### src/rtl/gp_timer_pkg.sv
package gp_timer_pkg;
  localparam int unsigned BUS_W   = 32;
  localparam int unsigned ADDR_W  = 6;
  localparam int unsigned SRC_W   = 3;
  localparam int unsigned NUM_REF = (1 << SRC_W) - 2;
  localparam int unsigned PRE_W   = 12;

  localparam logic [ADDR_W-1:0] OFF_CTRL = 6'h00;
  localparam logic [ADDR_W-1:0] OFF_PRE  = 6'h04;
  localparam logic [ADDR_W-1:0] OFF_STS  = 6'h08;
  localparam logic [ADDR_W-1:0] OFF_CMP  = 6'h10;
  localparam logic [ADDR_W-1:0] OFF_CNT  = 6'h24;

  localparam int unsigned CTRL_EN     = 0;
  localparam int unsigned CTRL_SRC_LO = 6;
  localparam int unsigned CTRL_FRR    = 9;
  localparam int unsigned CTRL_SWR    = 15;
  localparam int unsigned STS_ROLL    = 5;

  typedef struct packed {
    logic             frr;
    logic [SRC_W-1:0] src;
    logic             en;
  } ctrl_t;
endpackage

### src/rtl/gp_timer_tick_gen.sv
module gp_timer_tick_gen
  import gp_timer_pkg::*;
#(
  parameter int unsigned N_REF = NUM_REF,
  parameter int unsigned P_W   = PRE_W
) (
  input  logic             clk_i,
  input  logic             rst_ni,
  input  logic [N_REF-1:0] ref_i,
  input  logic [SRC_W-1:0] src_i,
  input  logic             en_i,
  input  logic [P_W-1:0]   pre_i,
  input  logic             swr_i,
  output logic             tick_o
);
  localparam int unsigned NSEL = 1 << SRC_W;

  logic [N_REF-1:0] sync1_q, sync2_q, prev_q;
  logic [NSEL-1:0]  sel_pulse;
  logic [P_W-1:0]   pcnt_q;
  logic             raw, pre_hit;

  always_ff @(posedge clk_i or negedge rst_ni) begin
    if (!rst_ni) begin
      sync1_q <= '0;
      sync2_q <= '0;
      prev_q  <= '0;
    end else begin
      sync1_q <= ref_i;
      sync2_q <= sync1_q;
      prev_q  <= sync2_q;
    end
  end

  assign sel_pulse[0] = 1'b0;
  assign sel_pulse[1] = 1'b1;
  for (genvar g = 0; g < N_REF; g++) begin : g_edge
    assign sel_pulse[g+2] = sync2_q[g] & ~prev_q[g];
  end

  assign raw     = sel_pulse[src_i];
  assign pre_hit = (pcnt_q >= pre_i);

  always_ff @(posedge clk_i or negedge rst_ni) begin
    if (!rst_ni)              pcnt_q <= '0;
    else if (swr_i || !en_i)  pcnt_q <= '0;
    else if (raw)             pcnt_q <= pre_hit ? '0 : pcnt_q + 1'b1;
  end

  assign tick_o = en_i & ~swr_i & raw & pre_hit;
endmodule

### src/rtl/gp_timer_counter.sv
module gp_timer_counter #(
  parameter int unsigned CNT_W = 32
) (
  input  logic             clk_i,
  input  logic             rst_ni,
  input  logic             tick_i,
  input  logic             frr_i,
  input  logic [CNT_W-1:0] cmp_i,
  input  logic             swr_i,
  output logic [CNT_W-1:0] cnt_o,
  output logic             wrap_o
);
  logic [CNT_W-1:0] cnt_q;
  logic             restart;

  assign restart = ~frr_i & (cnt_q == cmp_i);

  always_ff @(posedge clk_i or negedge rst_ni) begin
    if (!rst_ni)     cnt_q <= '0;
    else if (swr_i)  cnt_q <= '0;
    else if (tick_i) cnt_q <= restart ? '0 : cnt_q + 1'b1;
  end

  assign cnt_o  = cnt_q;
  assign wrap_o = tick_i & ~swr_i & (&cnt_q);
endmodule

### src/rtl/gp_timer_regs.sv
module gp_timer_regs
  import gp_timer_pkg::*;
#(
  parameter int unsigned CNT_W   = 32,
  parameter int unsigned SWR_CYC = 4
) (
  input  logic              clk_i,
  input  logic              rst_ni,
  input  logic              bus_re_i,
  input  logic              bus_we_i,
  input  logic [ADDR_W-1:0] bus_addr_i,
  input  logic [BUS_W-1:0]  bus_wdata_i,
  output logic [BUS_W-1:0]  bus_rdata_o,
  output logic              bus_rvalid_o,
  input  logic [CNT_W-1:0]  cnt_i,
  input  logic              wrap_i,
  output ctrl_t             ctrl_o,
  output logic [PRE_W-1:0]  pre_o,
  output logic [CNT_W-1:0]  cmp_o,
  output logic              sts_o,
  output logic              swr_act_o
);
  localparam int unsigned SWR_W = $clog2(SWR_CYC + 1);

  ctrl_t             ctrl_q;
  logic [PRE_W-1:0]  pre_q;
  logic [CNT_W-1:0]  cmp_q;
  logic              sts_q;
  logic [SWR_W-1:0]  swr_cnt_q;
  logic              swr_act, swr_start;
  logic              wr_ctrl, wr_pre, wr_sts, wr_cmp;
  logic [BUS_W-1:0]  rd_val, rdata_q;
  logic              rvalid_q;

  assign swr_act   = (swr_cnt_q != '0);
  assign wr_ctrl   = bus_we_i & (bus_addr_i == OFF_CTRL);
  assign wr_pre    = bus_we_i & (bus_addr_i == OFF_PRE);
  assign wr_sts    = bus_we_i & (bus_addr_i == OFF_STS);
  assign wr_cmp    = bus_we_i & (bus_addr_i == OFF_CMP);
  assign swr_start = wr_ctrl & bus_wdata_i[CTRL_SWR] & ~swr_act;

  always_ff @(posedge clk_i or negedge rst_ni) begin
    if (!rst_ni)        swr_cnt_q <= '0;
    else if (swr_start) swr_cnt_q <= SWR_W'(SWR_CYC);
    else if (swr_act)   swr_cnt_q <= swr_cnt_q - 1'b1;
  end

  always_ff @(posedge clk_i or negedge rst_ni) begin
    if (!rst_ni) begin
      ctrl_q <= '0;
      pre_q  <= '0;
      cmp_q  <= '1;
      sts_q  <= 1'b0;
    end else if (swr_start || swr_act) begin
      ctrl_q <= '0;
      pre_q  <= '0;
      cmp_q  <= '1;
      sts_q  <= 1'b0;
    end else begin
      if (wr_ctrl) begin
        ctrl_q.en  <= bus_wdata_i[CTRL_EN];
        ctrl_q.src <= bus_wdata_i[CTRL_SRC_LO +: SRC_W];
        ctrl_q.frr <= bus_wdata_i[CTRL_FRR];
      end
      if (wr_pre) pre_q <= bus_wdata_i[PRE_W-1:0];
      if (wr_cmp) cmp_q <= bus_wdata_i[CNT_W-1:0];
      // a wrap in the same cycle beats the clearing write
      if (wrap_i)                                sts_q <= 1'b1;
      else if (wr_sts && bus_wdata_i[STS_ROLL])  sts_q <= 1'b0;
    end
  end

  always_comb begin
    rd_val = '0;
    unique case (bus_addr_i)
      OFF_CTRL: begin
        rd_val[CTRL_EN]                = ctrl_q.en;
        rd_val[CTRL_SRC_LO +: SRC_W]   = ctrl_q.src;
        rd_val[CTRL_FRR]               = ctrl_q.frr;
        rd_val[CTRL_SWR]               = swr_act;
      end
      OFF_PRE:  rd_val[PRE_W-1:0] = pre_q;
      OFF_STS:  rd_val[STS_ROLL]  = sts_q;
      OFF_CMP:  rd_val[CNT_W-1:0] = cmp_q;
      OFF_CNT:  rd_val[CNT_W-1:0] = cnt_i;
      default:  rd_val = '0;
    endcase
  end

  always_ff @(posedge clk_i or negedge rst_ni) begin
    if (!rst_ni) begin
      rdata_q  <= '0;
      rvalid_q <= 1'b0;
    end else begin
      rdata_q  <= bus_re_i ? rd_val : '0;
      rvalid_q <= bus_re_i;
    end
  end

  assign bus_rdata_o  = rdata_q;
  assign bus_rvalid_o = rvalid_q;
  assign ctrl_o       = ctrl_q;
  assign pre_o        = pre_q;
  assign cmp_o        = cmp_q;
  assign sts_o        = sts_q;
  assign swr_act_o    = swr_act;
endmodule

### src/rtl/gp_timer.sv
module gp_timer
  import gp_timer_pkg::*;
#(
  parameter int unsigned CNT_W   = 32,
  parameter int unsigned SWR_CYC = 4
) (
  input  logic               clk_i,
  input  logic               rst_ni,
  input  logic [NUM_REF-1:0] ref_i,
  input  logic               bus_re_i,
  input  logic               bus_we_i,
  input  logic [ADDR_W-1:0]  bus_addr_i,
  input  logic [BUS_W-1:0]   bus_wdata_i,
  output logic [BUS_W-1:0]   bus_rdata_o,
  output logic               bus_rvalid_o
);
  ctrl_t            ctrl;
  logic             ctrl_en, ctrl_frr;
  logic [PRE_W-1:0] pre;
  logic [CNT_W-1:0] cmp, cnt;
  logic             tick, wrap, sts_flag, swr_act;

  assign ctrl_en  = ctrl.en;
  assign ctrl_frr = ctrl.frr;

  gp_timer_regs #(.CNT_W(CNT_W), .SWR_CYC(SWR_CYC)) i_regs (
    .clk_i       (clk_i),
    .rst_ni      (rst_ni),
    .bus_re_i    (bus_re_i),
    .bus_we_i    (bus_we_i),
    .bus_addr_i  (bus_addr_i),
    .bus_wdata_i (bus_wdata_i),
    .bus_rdata_o (bus_rdata_o),
    .bus_rvalid_o(bus_rvalid_o),
    .cnt_i       (cnt),
    .wrap_i      (wrap),
    .ctrl_o      (ctrl),
    .pre_o       (pre),
    .cmp_o       (cmp),
    .sts_o       (sts_flag),
    .swr_act_o   (swr_act)
  );

  gp_timer_tick_gen #(.N_REF(NUM_REF), .P_W(PRE_W)) i_tick_gen (
    .clk_i (clk_i),
    .rst_ni(rst_ni),
    .ref_i (ref_i),
    .src_i (ctrl.src),
    .en_i  (ctrl_en),
    .pre_i (pre),
    .swr_i (swr_act),
    .tick_o(tick)
  );

  gp_timer_counter #(.CNT_W(CNT_W)) i_counter (
    .clk_i (clk_i),
    .rst_ni(rst_ni),
    .tick_i(tick),
    .frr_i (ctrl_frr),
    .cmp_i (cmp),
    .swr_i (swr_act),
    .cnt_o (cnt),
    .wrap_o(wrap)
  );
endmodule


### config.mk
export PLATFORM = sky130hd
export DESIGN_NAME = gp_timer
export DESIGN_NICKNAME = d
export VERILOG_FILES = /design/src/rtl/gp_timer_pkg.sv /design/src/rtl/gp_timer_tick_gen.sv /design/src/rtl/gp_timer_counter.sv /design/src/rtl/gp_timer_regs.sv /design/src/rtl/gp_timer.sv
export SDC_FILE = /design/constraint.sdc
export NUM_CORES = 1
export LEC_CHECK = 0
export BUFFER_PORTS_ARGS = -buffer_cell sky130_fd_sc_hd__buf_4
export CORE_UTILIZATION = 50
export DETAILED_ROUTE_END_ITERATION = 8
export PLACE_DENSITY = 0.71
export SYNTH_ARGS = -nofsm -noshare
export SYNTH_HDL_FRONTEND = slang
export SYNTH_SLANG_ARGS = --single-unit
### constraint.sdc
create_clock -name clk_i -period 2.2 [get_ports clk_i]
set_input_delay 0.33 -clock clk_i [delete_from_list [all_inputs] [get_ports clk_i]]
set_output_delay 0.33 -clock clk_i [all_outputs]
set_load 0.02 [all_outputs]
==> results of run 1 <==
## power by group through the flow
| stage | logic [mW] | registers, mW | clock network, mW |
|---|---|---|---|
| 5_1_grt | 0.892 | 2.87 | 3.50 |
| 3_3_place_gp | 0.677 | 2.90 | 0 |
| 4_1_cts | 0.811 | 2.86 | 3.39 |
| 2_1_floorplan | 0.363 | 2.89 | 0 |
| 3_5_place_dp | 0.702 | 2.90 | 0 |
| 6_report | 0.828 | 2.86 | 3.36 |
## critical path: cells and delay by family (launching register included)
family | cells | cell delay [ns]
compound gates | 4 | 0.87
fa+ha+maj | 1 | 0.32
buf+inv | 4 | 0.50
simple gates | 1 | 0.16
flops | 1 | 0.35
## registers in the layout (all words and copies together), names as in the netlist
register	cells
i_regs.swr_cnt_q	3
i_tick_gen.pcnt_q	12
i_regs.pre_o	12
i_tick_gen.sync1_q	6
i_regs.cmp_o	32
i_tick_gen.prev_q	6
i_regs.bus_rdata_o	32
i_tick_gen.sync2_q	6
i_regs.ctrl_o	5
i_regs.sts_o	1
i_counter.cnt_o	32
i_regs.bus_rvalid_o	1
## layer usage
| layer | vias up | part of all wire [%] | wire length (um) | track usage, % |
|---|---|---|---|---|
| met1 | 3123 | 39 | 8040 | 35.6 |
| met5 | - | 0 | 0 | 0 |
| met4 | 0 | 4.0 | 828 | 14.8 |
| met3 | 69 | 6.2 | 1290 | 5.81 |
| li1 | 2884 | - | - | - |
| met2 | 263 | 51 | 10600 | 49.3 |
## through the flow
step	TNS (ns)	instance area, um^2
after floorplan	-2.01	7390
final	-4.27	9940
after detailed placement	-11.42	8640
after global routing	-7.22	9940
after global placement	-10.82	8640
after CTS	-3.81	9780
## timing repair
item,CTS,global route
hold buffers,7,0
buffers inserted,12,4
gates resized for setup,40,22
setup endpoints to repair,45,45
pin swaps,13,6
cloned,5,0
endpoints found under the hold margin,122,0
## how the worst max path moves through the flow
stage	slack, ns	to
2_1_floorplan	-0.07	i_tick_gen.pcnt_q[2]$_DFFE_PN0P_
3_3_place_gp	-0.31	i_tick_gen.pcnt_q[5]$_DFFE_PN0P_
3_5_place_dp	-0.30	i_tick_gen.pcnt_q[3]$_DFFE_PN0P_
4_1_cts	-0.12	i_counter.cnt_o[11]$_DFFE_PN0P_
5_1_grt	-0.20	i_counter.cnt_o[11]$_DFFE_PN0P_
6_report	-0.14	i_counter.cnt_o[11]$_DFFE_PN0P_
## cells in the mapped netlist (all sizes together), types with 18 or more instances
library cell | count | share of area (%)
a22oi | 31 | 3.2
a31oi | 18 | 1.5
buf | 20 | 1.5
clkbuf | 38 | 2.0
dfrtp | 116 | 39
dfstp | 32 | 11
inv | 24 | 1.2
nand2 | 111 | 5.7
nand3 | 48 | 3.3
nand4 | 22 | 2.3
nor2 | 28 | 1.5
nor2b | 26 | 2.2
o21ai | 23 | 1.6
o2bb2ai | 30 | 3.6
xnor2 | 45 | 5.3
xor2 | 18 | 2.1
## area by class of cell
type | instances | area [um^2] | area share (%)
well taps | 180 | 225 | 2.27
multi-input cells | 511 | 3560 | 35.8
repair buffers | 190 | 1630 | 16.4
inverters | 24 | 90.1 | 0.906
clock buffers | 18 | 439 | 4.42
clock inverters | 14 | 248 | 2.49
flip-flops and latches | 148 | 3740 | 37.7
## cells by family (layout without fill, tap and decap cells)
| logic type | count (synthesis) | count (layout) | share of synthesized area (%) |
|---|---|---|---|
| compound gates | 135 | 135 | 12.9 |
| xor+xnor | 63 | 63 | 7.49 |
| flops | 148 | 148 | 50.8 |
| buf+inv | 82 | 246 | 4.77 |
| fa+ha+maj | 16 | 16 | 2.72 |
| simple gates | 284 | 284 | 19.5 |
| mux | 13 | 13 | 1.78 |
## cells in the final DEF (no fill, tap or decap), types with 4 or more instances in the layout
master	netlist	routed
a21o_1	4	4
a21oi_1	14	12
a22oi_1	31	31
a31oi_1	18	12
a31oi_4	0	4
and2_1	4	4
and3_1	11	11
buf_12	0	6
buf_16	0	5
buf_4	3	168
buf_6	2	4
bufinv_16	0	6
clkbuf_16	0	17
dfrtp_1	116	116
dfstp_2	32	32
dlygate4sd3_1	0	7
ha_1	16	10
ha_4	0	5
inv_1	24	20
inv_2	0	4
mux2i_1	12	12
nand2_1	111	110
nand3_1	47	44
nand3_2	1	4
nand3b_1	9	9
nand4_1	20	20
nor2_1	27	27
nor2b_1	26	26
nor3_1	11	11
o21ai_0	23	18
o2bb2ai_1	30	26
o2bb2ai_2	0	4
xnor2_1	45	45
xor2_1	18	18
==> impl_metrics.tcl, run 1 <==
set metrics [dict create \
    status "complete, but fails checks" \
    failing_checks "setup timing" \
    crit_path_start "i_regs.pre_o[6]$_DFFE_PN0P_" \
    ff2ff_setup_slack_ns -0.14 \
    async_reset_ff_share_pct 100 \
    critical_path_peak_fanout 15 \
    num_rows 43 \
    antennaDiodeCount 0 \
    largest_net_degree_at_the_start_of_global_routing 78 \
    synth_top_flop_cell "dfrtp_1" \
    swShare_pct 24.8 \
    cp.arrival_ns 2.64 \
    hold-path-cell-count 3 \
    clk_latency_ns 0.43 \
    dr.first_iter.drc_count 507 \
    die_outline_area_mm2 0.0152 \
    critPathKind "reg2reg" \
    cts-buffers-inserted 17 \
    cts.path.max_buffers 2 \
    synth_seq_area_share_pct 50.8 \
    crit-reg2reg-capture "i_counter.cnt_o[11]$_DFFE_PN0P_" \
    critical_path.most_common_cell "a2111oi_4" \
    cp_slowest_cell "a2111oi_4" \
    rsz0062_at_grt "yes" \
    fin_cells 1085 \
    hold-path-endpoint "i_regs.cmp_o[17]$_DFFE_PN1P_" \
    slew_violations 0 \
    overall_power_mw 7.04 \
    synth.yosys.warnings 0 \
    grt.overflow.total 0 \
    gp_routability_congestion 0.874 \
    crit_path_max_incr_delay_ns 0.38 \
    worst-r2r-cell-count 10 \
    floorplan.die.width_um 123 \
    layout_worst_path_cycle_share_pct 107 \
    core-area_mm2 0.0141 \
    num_io_pins 81 \
    relSlewSlack_pct 63.9 \
    synthesis_to_finish_area_growth_pct 34.9 \
    post-route-worst-setup-slack_ns -0.144 \
    maxClockFrequency_mhz 427 \
    finalClockSkew_ns 0.00869 \
    placed_cells 1026 \
    route.detailed.wl_per_inst_um 19.1 \
    final-setup-viol-count 41 \
    worst_hold_slack_ns 0.118 \
    total_routing_usage_gr_pct 29.3 \
    count_of_different_cell_masters_after_synthesis 50 \
    min_period_ns 2.34 \
    crit_chain "inv_1 > ha_1 > nand4_1 > a2111oi_4 > a2111oi_4 > buf_4 > o31a_1 > buf_6 > buf_12 > o2bb2ai_1" \
    synth_edf_count 0 \
    initial_utilization_pct 52.1 \
    drtAntennaViolNets 0 \
    p_seq_share_pct 40.6 \
    power.ir.vdd_worst_uv 487 \
    cell_internal_pwr_mw 5.30 \
    tritoncts_num_sinks 148 \
    cp-end-kind "flop" \
    syn_nets 805 \
    pwr_density_cell_mw_per_mm2 709 \
    clockPowerShare_pct 47.7 \
    cts.reportedPaths.clkPinSlew_ns 0.06 \
    count_of_state_elements_after_synthesis 148 \
    timing.rr.start "i_regs.pre_o[6]$_DFFE_PN0P_" \
    startpoint_type "flop" \
    mean_post_synth_cell_area_um2 9.94 \
    power.static_leakage_nw 4.44 \
    drt_pre_antenna_iters 5 \
    layout-drive-gt1-share_pct 32.5 \
    die_h_um 123 \
    clock_tree.root_cell "clkbuf_16" \
    first_global_vias 6488 \
    totalWireLength_um 20800 \
    io_buffers 80 \
    timing.hold.worst.start "bus_wdata_i[17]" \
    place_hpwl_um 13600 \
    critPathRequiredTime_ns 2.50 \
    grt_pass1_wl_um 33400 \
    finish.utilization_pct 70.3 \
    drv_cap 0 \
    nNetsFinal 956 \
    vias 6339 \
    net-switching-power_mw 1.74 \
    timing_hold_violations_final 0 \
    final.fill_count 1026 \
    hold_class "in2reg" \
    tritoncts "yes" \
    comb_power_share_pct 11.8 \
    post_drt_via_cell_ratio 5.84 \
    place_worst_setup_slack_ns -0.296 \
    drc 0 \
    worst_margin_slew_ns 0.539 \
    grt_antenna_before_repair 0 \
    h_tree_levels 4 \
    post_synth_inst_count 741 \
    synth.cell_area_mm2 0.00737 \
]
Power figures use the tool's default switching activity.
==> run 2: changes to the inputs <==
CTS_BUF_LIST = sky130_fd_sc_hd__clkbuf_4 sky130_fd_sc_hd__clkbuf_8   (was unset)
SKIP_CTS_REPAIR_TIMING = 1   (was unset)
==> impl_metrics.tcl, run 2 (synthesis results as in run 1) <==
set metrics [dict create \
    status "complete, but fails checks" \
    failing_checks "setup timing" \
    critical_path_peak_fanout 7 \
    place_hpwl_um 13600 \
    cp_slowest_cell "dfrtp_1" \
    num_rows 43 \
    num_io_pins 81 \
    cts.reportedPaths.clkPinSlew_ns 0.09 \
    crit_buf_inv 2 \
    synthesis_to_finish_area_growth_pct 31.4 \
    totalWireLength_um 20500 \
    timing.hold.worst.start "bus_wdata_i[17]" \
    core-area_mm2 0.0141 \
    post-route-worst-setup-slack_ns -0.226 \
    cts-buffers-inserted 17 \
    final-setup-viol-count 45 \
    crit_path_max_incr_delay_ns 0.43 \
    drtAntennaViolNets 0 \
    cpLargestDelayFamily "compound AO/OA/AOI/OAI gates" \
    final.fill_count 1075 \
    largest_net_degree_at_the_start_of_global_routing 78 \
    floorplan.die.width_um 123 \
    layout_worst_path_cycle_share_pct 110 \
    power.ir.vdd_worst_uv 463 \
    hold-path-endpoint "i_regs.cmp_o[17]$_DFFE_PN1P_" \
    drt_pre_antenna_iters 5 \
    critPathRequiredTime_ns 2.59 \
    gp_routability_congestion 0.874 \
    vias 6324 \
    die_h_um 123 \
    hold-path-cell-count 3 \
    first_global_vias 6180 \
    route.detailed.wl_per_inst_um 19.0 \
    tritoncts "yes" \
    cp.arrival_ns 2.81 \
    place_worst_setup_slack_ns -0.296 \
    die_outline_area_mm2 0.0152 \
    critical_path.most_common_cell "a2111oi_4" \
    antennaDiodeCount 0 \
    rsz0062_at_grt "yes" \
    highest_count_cells_in_the_layout_ignoring_fill_and_taps "buf_4 (164), dfrtp_1 (116), nand2_1 (110)" \
    hold_class "in2reg" \
    worst-r2r-cell-count 9 \
    crit-reg2reg-capture "i_counter.cnt_o[6]$_DFFE_PN0P_" \
    ff2ff_setup_slack_ns -0.23 \
    drv_cap 0 \
    layout_commonest_cell "buf_4" \
    total_routing_usage_gr_pct 27.3 \
    h_tree_levels 4 \
    tritoncts_num_sinks 148 \
    critPathKind "reg2reg" \
    overall_power_mw 6.33 \
    startpoint_type "flop" \
    multi_input_area_mm2 0.00357 \
    clock_tree.root_cell "clkbuf_8" \
    layout-drive-gt1-share_pct 32.4 \
    grt.overflow.total 0 \
    maxClockFrequency_mhz 412 \
    grt_pass1_wl_um 31100 \
    worst_margin_slew_ns 0.611 \
    clk_latency_ns 0.47 \
    nNetsFinal 951 \
    pwr_density_cell_mw_per_mm2 654 \
    post_drt_via_cell_ratio 5.86 \
    dr.first_iter.drc_count 566 \
    relSlewSlack_pct 59.2 \
    slew_violations 0 \
    area.sequential_mm2 0.00374 \
    drc 0 \
    min_period_ns 2.43 \
    timing_hold_violations_final 0 \
    grt_antenna_before_repair 0 \
    finalClockSkew_ns 0.0123 \
    cts.path.max_buffers 2 \
    power.static_leakage_nw 4.33 \
    crit_chain "ha_4 > nand2b_4 > a2111oi_4 > a2111oi_4 > a2111oi_4 > o31a_1 > buf_6 > clkbuf_16 > o2bb2ai_2" \
    timing.rr.start "i_regs.pre_o[0]$_DFFE_PN0P_" \
    io_buffers 80 \
    initial_utilization_pct 52.1 \
    cp-end-kind "flop" \
]
[run 2: power breakdown]
| group | switching (mW) | internal (mW) | total (mW) |
|---|---|---|---|
| Sequential | 0.0570 | 2.80 | 2.85 |
| Combinational | 0.524 | 0.355 | 0.879 |
| Clock | 1.09 | 1.51 | 2.60 |
[run 2: area by class of cell]
class                           count  share of cell area, %
Multi-Input combinational cell    511                   36.8
Clock buffer                       18                   2.56
Inverter                           24                  0.930
Sequential cell                   148                   38.7
Timing Repair Buffer              185                   16.1
Clock inverter                     14                   2.56
Tap cell                          180                   2.33
[run 2: worst max path at each step]
stage                                           startpoint                               end  slack (ns)  cells past startpoint
final                          i_regs.pre_o[0]$_DFFE_PN0P_    i_counter.cnt_o[6]$_DFFE_PN0P_       -0.23                      9
after global routing           i_regs.pre_o[0]$_DFFE_PN0P_    i_counter.cnt_o[6]$_DFFE_PN0P_       -0.30                      9
after CTS                      i_regs.pre_o[9]$_DFFE_PN0P_   i_counter.cnt_o[11]$_DFFE_PN0P_       -0.31                      8
after detailed placement  i_tick_gen.pcnt_q[0]$_DFFE_PN0P_  i_tick_gen.pcnt_q[3]$_DFFE_PN0P_       -0.30                      9
after global placement         i_regs.pre_o[0]$_DFFE_PN0P_  i_tick_gen.pcnt_q[5]$_DFFE_PN0P_       -0.31                      8
after floorplan           i_tick_gen.pcnt_q[0]$_DFFE_PN0P_  i_tick_gen.pcnt_q[2]$_DFFE_PN0P_       -0.07                      9
[run 2: worst reg2reg max path, cell delays in order (launching register included)]
cell	delay, ns
dfrtp_1	0.43
ha_4	0.25
nand2b_4	0.14
a2111oi_4	0.41
a2111oi_4	0.08
a2111oi_4	0.36
o31a_1	0.24
buf_6	0.16
clkbuf_16	0.18
o2bb2ai_2	0.11
[run 2: routing by layer]
layer  vias to the layer above  track usage, %  part of all wire (%)
met1                      3134            33.9                    39
li1                       2874               -                     -
met3                        61            6.04                   6.4
met4                         0            13.4                   3.8
met5                         -               0                     0
met2                       255            44.8                    51
[run 2: through the flow]
| step | setup TNS [ns] | std cells | cell area, um^2 | utilization, % | hold slack [ns] |
|---|---|---|---|---|---|
| 2_1_floorplan | -2.01 | 741 | 7390 | - | 0.0344 |
| 3_3_place_gp | -10.82 | 1026 | 8640 | 61.0 | 0.332 |
| 3_5_place_dp | -11.42 | 1026 | 8640 | 61.0 | 0.338 |
| 4_1_cts | -12.39 | 1058 | 9130 | 64.5 | -0.137 |
| 5_1_grt | -11.55 | 1080 | 9680 | 68.4 | 0.0662 |
| 6_report | -7.71 | 1080 | 9680 | 68.4 | 0.0786 |
==> run 3: changes to the inputs <==
PLACE_DENSITY = 0.72   (was 0.71)
REMOVE_ABC_BUFFERS = 1   (was unset)
==> impl_metrics.tcl, run 3 (synthesis results as in run 1) <==
set metrics [dict create \
    cts-buffers-inserted 17 \
    crit_path_max_incr_delay_ns 0.41 \
    route.detailed.wl_per_inst_um 19.1 \
    antennaDiodeCount 0 \
    largest_net_degree_at_the_start_of_global_routing 63 \
    num_rows 43 \
    tritoncts_num_sinks 148 \
    status "complete, but fails checks" \
    drtAntennaViolNets 0 \
    num_io_pins 81 \
    die_h_um 123 \
    grt_pass1_wl_um 30000 \
    nNetsFinal 941 \
    floorplan.die.width_um 123 \
    dpl_cell_area_mm2 0.00854 \
    layout-drive-gt1-share_pct 31.9 \
    power.static_leakage_nw 4.25 \
    clock_tree.root_cell "clkbuf_8" \
    p_seq_share_pct 48.4 \
    critical_path.most_common_cell "a2111oi_4" \
    io_buffers 80 \
    layout_worst_path_cycle_share_pct 110 \
    failing_checks "setup timing" \
    vias 6210 \
    maxClockFrequency_mhz 413 \
    slew_violations 0 \
    gp_routability_congestion 0.913 \
    finalInstanceArea_mm2 0.00955 \
    rsz0062_at_grt "yes" \
    fin_cells 1070 \
    multi_input_area_mm2 0.00358 \
    pwr_density_cell_mw_per_mm2 618 \
    comb_power_share_pct 15.3 \
    post-route-worst-setup-slack_ns -0.220 \
    drv_cap 0 \
    cp_slowest_cell "a2111oi_4" \
    place_hpwl_um 13500 \
    cp-end-kind "flop" \
    totalWireLength_um 20400 \
    grt.overflow.total 0 \
    core-area_mm2 0.0141 \
    net-switching-power_mw 1.71 \
    cts.path.max_buffers 2 \
    power.ir.vdd_worst_uv 483 \
    swShare_pct 28.9 \
    h_tree_levels 4 \
    worst_margin_slew_ns 0.623 \
    final.fill_count 1082 \
    min_period_ns 2.42 \
    setup-tns-final_ns -7.63 \
    clk_latency_ns 0.47 \
    overall_power_mw 5.90 \
    crit_chain "inv_2 > ha_4 > nand2b_4 > a2111oi_4 > a2111oi_4 > a2111oi_4 > o31a_1 > buf_6 > clkbuf_16 > o2bb2ai_1" \
    critical_path_peak_fanout 8 \
    relSlewSlack_pct 58.5 \
    dr.first_iter.drc_count 477 \
    final-setup-viol-count 45 \
    placed_cells 1014 \
    startpoint_type "flop" \
    highest_count_cells_in_the_layout_ignoring_fill_and_taps "buf_4 (151), dfrtp_1 (116), nand2_1 (110)" \
    cell_internal_pwr_mw 4.20 \
    drt_pre_antenna_iters 5 \
    timing_hold_violations_final 0 \
    area.sequential_mm2 0.00374 \
    drc 0 \
    grt_antenna_before_repair 0 \
    tritoncts "yes" \
    first_global_vias 5909 \
    cts.reportedPaths.clkPinSlew_ns 0.09 \
    post_drt_via_cell_ratio 5.80 \
    layout_commonest_cell "buf_4" \
    cp.arrival_ns 2.81 \
    total_routing_usage_gr_pct 26.4 \
    die_outline_area_mm2 0.0152 \
    hold_class "in2reg" \
    synthesis_to_finish_area_growth_pct 29.5 \
    initial_utilization_pct 52.1 \
    clockPowerShare_pct 36.3 \
    finalClockSkew_ns 0.0153 \
    critPathRequiredTime_ns 2.59 \
    critPathKind "reg2reg" \
]
[run 3: cell types whose count changed in the layout (fill, tap and decap cells not counted), sizes merged]
cell,before,now
buf,174,163
bufinv,6,2
clkinv,3,6
clkbuf,22,23
clkinvlp,2,3
[run 3: worst max-delay path, delay by kind of cell (launching register included)]
kind | cells | cell delay, ns
AOI/OAI and AO/OA | 5 | 1.23
and+or+nand+nor | 1 | 0.14
adders and majority gates | 1 | 0.19
DFF | 1 | 0.40
buffers and inverters | 3 | 0.37
[run 3: power groups by stage]
stage	Combinational, mW	Sequential (mW)	Clock [mW]
finish	0.903	2.86	2.14
global route	0.968	2.86	2.29
CTS	0.712	2.86	2.17
detailed placement	0.709	2.91	0
global placement	0.683	2.90	0
floorplan	0.318	2.89	0
[run 3: layout make-up]
cell class / instances / area share (%)
inverter: 24 / 0.944
tap: 180 / 2.36
sequential: 148 / 39.2
clock buffer: 18 / 2.53
multi-input combinational: 511 / 37.5
timing repair buffer: 175 / 15.8
clock inverter: 14 / 1.61
[run 3: per-layer routing]
| layer | track usage [%] | vias to the layer above | part of all wire, % |
|---|---|---|---|
| met4 | 11.0 | 0 | 2.8 |
| met3 | 5.35 | 46 | 6.4 |
| li1 | - | 2851 | - |
| met1 | 33.5 | 3082 | 40 |
| met2 | 43.9 | 231 | 51 |
| met5 | 0 | - | 0 |
[run 3: metrics by stage]
step                      util, %  setup WS [ns]  hold slack (ns)
after floorplan                 -          -1.23           0.0344
after global placement       60.4         -0.213            0.334
after detailed placement     60.4         -0.337            0.335
after CTS                    63.2         -0.302           -0.132
after global routing         67.5         -0.292           0.0622
final                        67.5         -0.220           0.0711
[run 3: path summary, 6_finish.rpt]
kind,from,to,slack [ns],depth (start not counted)
max,i_tick_gen.pcnt_q[0]$_DFFE_PN0P_,i_counter.cnt_o[7]$_DFFE_PN0P_,-0.22,10
min,bus_wdata_i[17],i_regs.cmp_o[17]$_DFFE_PN1P_,0.07,3
max reg2reg,i_tick_gen.pcnt_q[0]$_DFFE_PN0P_,i_counter.cnt_o[7]$_DFFE_PN0P_,-0.22,10
min reg2reg,i_tick_gen.sync1_q[3]$_DFF_PN0_,i_tick_gen.sync2_q[3]$_DFF_PN0_,0.35,0
max in group asynchronous,rst_ni,i_regs.cmp_o[1]$_DFFE_PN1P_,1.05,3
min in group asynchronous,rst_ni,i_regs.bus_rdata_o[12]$_DFF_PN0_,0.43,2
